===== src/rtl/acc_alu8.sv =====
module acc_alu8 #(
  parameter int W  = 8,
  parameter int SW = 4
) (
  input  logic         clk,
  input  logic         rst_n,
  input  logic [2:0]   op,
  input  logic [W-1:0] acc_in,
  input  logic [W-1:0] bus_in,
  input  logic         flag_we,
  output logic [W-1:0] result,
  output logic         acc_wr,
  output logic         zero_flag
);
  localparam int NS = W / SW;

  localparam logic [2:0] OP_CMP = 3'd0, OP_ADD = 3'd1, OP_SUB = 3'd2, OP_DEC = 3'd3,
                         OP_OR  = 3'd4, OP_NOT = 3'd5, OP_SHL = 3'd6, OP_RSV = 3'd7;

  // slice controls: ysel 0=B 1=~B 2=ones 3=A ; lsel 0=OR 1=invert 2=pass
  logic [1:0] ysel, lsel;
  logic       lmode, cin;

  always_comb begin
    ysel = 2'd0; lsel = 2'd2; lmode = 1'b0; cin = 1'b0;
    case (op)
      OP_CMP, OP_SUB: begin ysel = 2'd1; cin = 1'b1; end
      OP_ADD:         ysel = 2'd0;
      OP_DEC:         ysel = 2'd2;
      OP_OR:          begin lmode = 1'b1; lsel = 2'd0; end
      OP_NOT:         begin lmode = 1'b1; lsel = 2'd1; end
      OP_SHL:         ysel = 2'd3;
      default:        begin lmode = 1'b1; lsel = 2'd2; end
    endcase
  end

  logic [NS:0] cy;
  assign cy[0] = cin;

  for (genvar g = 0; g < NS; g++) begin : g_slice
    logic [SW-1:0] x, b, y, lo;
    logic [SW:0]   s;
    assign x = acc_in[g*SW +: SW];
    assign b = bus_in[g*SW +: SW];
    always_comb begin
      case (ysel)
        2'd0:    y = b;
        2'd1:    y = ~b;
        2'd2:    y = '1;
        default: y = x;
      endcase
      case (lsel)
        2'd0:    lo = x | b;
        2'd1:    lo = ~x;
        default: lo = x;
      endcase
    end
    assign s = {1'b0, x} + {1'b0, y} + {{SW{1'b0}}, cy[g]};
    assign cy[g+1] = s[SW];
    assign result[g*SW +: SW] = lmode ? lo : s[SW-1:0];
  end

  assign acc_wr = (op != OP_CMP) && (op != OP_RSV);

  logic diff_zero;
  assign diff_zero = (result == '0);

  always_ff @(posedge clk) begin
    if (!rst_n)                         zero_flag <= 1'b0;
    else if (flag_we && op == OP_CMP)   zero_flag <= diff_zero;
  end

  assert_reset_clear_R1: assert property (@(posedge clk) !rst_n |=> !zero_flag);
  assert_add_value_R2: assert property (@(posedge clk) disable iff (!rst_n)
    op == OP_ADD |-> result == W'(acc_in + bus_in) && acc_wr);
  assert_sub_value_R3: assert property (@(posedge clk) disable iff (!rst_n)
    op == OP_SUB |-> result == W'(acc_in - bus_in));
  assert_shl_fill_R7: assert property (@(posedge clk) disable iff (!rst_n)
    op == OP_SHL |-> result[0] == 1'b0 && result[W-1:1] == acc_in[W-2:0]);
  assert_cmp_flag_R8: assert property (@(posedge clk) disable iff (!rst_n)
    op == OP_CMP && flag_we |=> zero_flag == ($past(acc_in) == $past(bus_in)));
  assert_cmp_no_write_R8: assert property (@(posedge clk) disable iff (!rst_n)
    op == OP_CMP |-> !acc_wr);
  assert_flag_hold_R9: assert property (@(posedge clk) disable iff (!rst_n)
    !(op == OP_CMP && flag_we) |=> $stable(zero_flag));
  assert_rsv_pass_R11: assert property (@(posedge clk) disable iff (!rst_n)
    op == OP_RSV |-> result == acc_in && !acc_wr);
endmodule


===== config.mk =====
export PLATFORM = sky130hd
export DESIGN_NAME = acc_alu8
export DESIGN_NICKNAME = d
export VERILOG_FILES = /design/src/rtl/acc_alu8.sv
export SDC_FILE = /design/constraint.sdc
export NUM_CORES = 1
export LEC_CHECK = 0
export BUFFER_PORTS_ARGS = -buffer_cell sky130_fd_sc_hd__clkbuf_2
export CAP_MARGIN = 20
export CORE_ASPECT_RATIO = 0.75
export CORE_MARGIN = 4
export CORE_UTILIZATION = 36
export CTS_CLUSTER_DIAMETER = 100
export DETAILED_ROUTE_END_ITERATION = 16
export GPL_ROUTABILITY_DRIVEN = 0
export HOLD_SLACK_MARGIN = 0.12
export PLACE_DENSITY = 0.64
export RECOVER_POWER = 50
export SYNTH_ARGS = -nofsm -noshare
export SYNTH_HDL_FRONTEND = slang
export SYNTH_SLANG_ARGS = --single-unit

===== constraint.sdc =====
create_clock -name clk -period 11.15 [get_ports clk]
set_clock_uncertainty 0.15 [all_clocks]
set_input_delay 0.5575 -clock clk [delete_from_list [all_inputs] [get_ports clk]]
set_output_delay 0.5575 -clock clk [all_outputs]
set_load 0.01 [all_outputs]

==> metrics.log <==
[metrics] result of the run: finished, violations left
[metrics] violated checks: capacitance limit, slew limit
[metrics] Layout Utilization: between 40% and 50%
[metrics] synthesized netlist net count: roughly 170
[metrics] Leakage: 0.4679 nW
[metrics] post-route ant nets: 0
[metrics] n_diodes: 0
[metrics] number of vias in the routed layout: 1132
[metrics] Wirelength per Cell: 14.23 um
[metrics] pin slew with the least headroom to its limit: between 1.5 and 2 ns
[metrics] initial antenna violation count: 0
[metrics] # port buffers: 31
[metrics] Power per Cell Area: 66.61 nW/um^2
[metrics] overall routing resource usage: about 16%
[metrics] latest clock arrival within the worst-skew pair: 0 ns
[metrics] final hold vios: 0
[metrics] count of filler cells inserted in the layout: 261
[metrics] number of enable flip-flop cells after synthesis: 0
[metrics] FF+latch count, synth: 1
[metrics] Worst Hold Class: flip-flop to flip-flop
[metrics] layout cell share with drive strength beyond 1: a little over a fifth
[metrics] ys flop type: dfxtp_1
[metrics] Switching Fraction: 56.49%
[metrics] final setup fails: 0
[metrics] post-place setup slack: 5.750 ns
[metrics] clock-pin slew on the worst setup and hold paths: 0 ns
[metrics] largest registers: zero_flag (1)
[metrics] count of boundary I/O pins: 32
[metrics] minimum period implied by the final worst setup slack: 6.199 ns
[metrics] Setup Fix Bufs, Post-CTS: 0
[metrics] placed wire-length estimate after detailed placement: between 2000 and 2500 um
[metrics] post-cts gate resize count: 0
[metrics] warnings from Yosys: 0
[metrics] Setup Total Neg Slack: 0 ns
[metrics] Initial DRT Pass Iterations: 4
[metrics] floorplan die area: 3520 um^2
[metrics] global-route wire length before repair: 4616 um
[metrics] vias in the first global route: 1007
[metrics] via density per instance: 5.746
[metrics] switching power total: around 0.00004 W
[metrics] final instance area: roughly 1100 um^2
[metrics] Netlist cell types: between 40 and 50
[metrics] type of the worst setup path: input pin to primary output
[metrics] number of buffers inserted for hold repair after clock tree synthesis: 0
[metrics] internal power: 0.00003119 W
[metrics] CORE AREA: roughly 2400 um^2
[metrics] cells after synthesis: 142
[metrics] vertical die dimension: 52.39 um
[metrics] number of flip-flops under the largest register name: 1
[metrics] post-route setup slack: 4.951 ns
[metrics] wire length reported by the detailed router: 2804 um
[metrics] combinational group share of total power: 94.9%
[metrics] remaining routing DRC violations: 0
[metrics] peak clock frequency supported by timing: 0.1613 GHz
[metrics] top library cells by usage in the layout, fill and taps aside: clkbuf_2 (26), a21oi_1 (20), inv_1 (14), nand2_1 (11), nor2_1 (10)
[metrics] Most flops, register: zero_flag
[metrics] power share of the sequential group: 5.1%
[metrics] Max FO, Critical Path: 40
[metrics] WP data arrival: approximately 5.5 ns
[metrics] endpoint required time on the critical path: 10.44 ns
[metrics] relative contribution of the clock network to total power: 0%
[metrics] post-layout net count: 196
[metrics] pin count of the biggest net entering global routing: 41
[metrics] commonest non-fill, non-tap cell in the layout: clkbuf_2
[metrics] final hold slack: 0.3882 ns
[metrics] combined area of all synthesized cells: 945.9 um^2
[metrics] reported max-cap violation count: 1
[metrics] mean area per synthesized cell: ~6.7 um^2
[metrics] final-report max-slew violation count: 41
[metrics] async set-or-reset flop fraction in the synthesized netlist: 0%
[metrics] worst slew margin relative to its limit: -2.280%
[metrics] fraction of the yosys area taken by sequential cells: 2.116%
[metrics] initial drt markers: approximately 120
[metrics] remaining global-route overflow: 0
[metrics] peak ir drop on the vdd network: 32.25 uV
[metrics] count of cells along the worst register-to-register path: 3
[metrics] initial standard-cell utilization of the core: just under 40%
[metrics] row count: 15
[metrics] startpoint types: input pin
[metrics] setup repair after global routing missed its margin: no
[metrics] die outline width: 67.19 um
[metrics] placement-stage cell area: 1082 um^2
[metrics] area added between synthesis and finish: 13.76%
[metrics] cell count of the worst hold path: 3
[metrics] Final period util: roughly 56%
[metrics] CP endpoint kind: primary output
[critical path, cell delays in order]
cell	delay [ns]
clkbuf_1	1.09
nand2_1	0.50
o21ai_0	0.19
nor2_1	0.06
nor2_1	0.12
a21oi_1	0.06
fa_1	0.47
fa_1	0.42
inv_1	0.07
a21o_1	0.12
a21oi_1	0.08
fa_1	0.43
o21ai_2	0.27
xor2_1	0.15
a311o_1	0.39
a221oi_2	0.32
clkbuf_2	0.19
[per-stage QoR]
| step | total power, W | std cells |
|---|---|---|
| floorplan | 0.00005152 | 142 |
| global placement | 0.00007143 | 197 |
| detailed placement | 0.00007131 | 197 |
| CTS | 0.00007169 | 197 |
| global route | 0.00007966 | 197 |
| finish | 0.00007167 | 197 |
[synthesized netlist by cell type (2+ instances only)]
library cell	number	area [um^2]
a211oi_1	3	22.52
mux2i_1	2	20.02
o21ai_0	9	45.04
inv_1	14	52.55
o2bb2ai_1	2	17.52
a221oi_1	4	35.03
xnor2_1	3	26.28
nor3_1	6	30.03
or3_1	2	12.51
or4_1	2	15.01
a221o_1	3	30.03
a21o_1	2	15.01
clkbuf_1	2	7.510
o22ai_1	8	50.05
ha_1	5	62.56
fa_1	4	80.08
or2_2	2	12.51
buf_6	2	22.52
buf_2	4	20.02
nand2_1	11	41.29
nor2_1	10	37.54
xor2_1	3	26.28
a21oi_1	20	100.1
[area by class of cell]
class	count	area (um^2)	area share, %
Multi-Input combinational cell	116	808.3	75.12
Timing Repair Buffer	31	148.9	13.84
Inverter	15	56.30	5.233
Tap cell	34	42.54	3.953
Sequential cell	1	20.02	1.860
[final timing paths]
kind                                start        end  slack [ns]
worst max-delay path                op[0]  result[7]        4.95
worst max register to register  zero_flag  zero_flag       10.35
worst min register to register  zero_flag  zero_flag        0.39
worst min-delay path            zero_flag  zero_flag        0.39
[metal layers]
| layer | wire length, um | track usage (%) | up-vias | part of all wire (%) |
|---|---|---|---|---|
| met3 | 233 | 1.502 | 0 | 8.3 |
| met1 | 1351 | 24.65 | 508 | 48 |
| met5 | 0 | 0 | - | 0 |
| met2 | 1219 | 24.63 | 55 | 43 |
| li1 | - | - | 569 | - |
| met4 | 0 | 1.347 | 0 | 0 |
[cell families after synthesis]
logic type               share of synthesized area [%]
flip-flops                                       2.116
AND/OR/NAND/NOR                                  18.92
AO/OA/AOI/OAI                                    42.59
buffers and inverters                            12.43
adder cells (fa/ha/maj)                          15.08
multiplexers                                     3.307
XOR/XNOR                                         5.557
[power groups by stage]
stage | clock network [W] | registers [W] | logic (W)
finish | 0 | 0.00000365 | 0.0000680
global route | 0 | 0.00000365 | 0.0000760
CTS | 0 | 0.00000365 | 0.0000680
detailed placement | 0 | 0.00000365 | 0.0000677
global placement | 0 | 0.00000365 | 0.0000678
floorplan | 0 | 0.00000365 | 0.0000479
(Power assumes the default switching activity.)
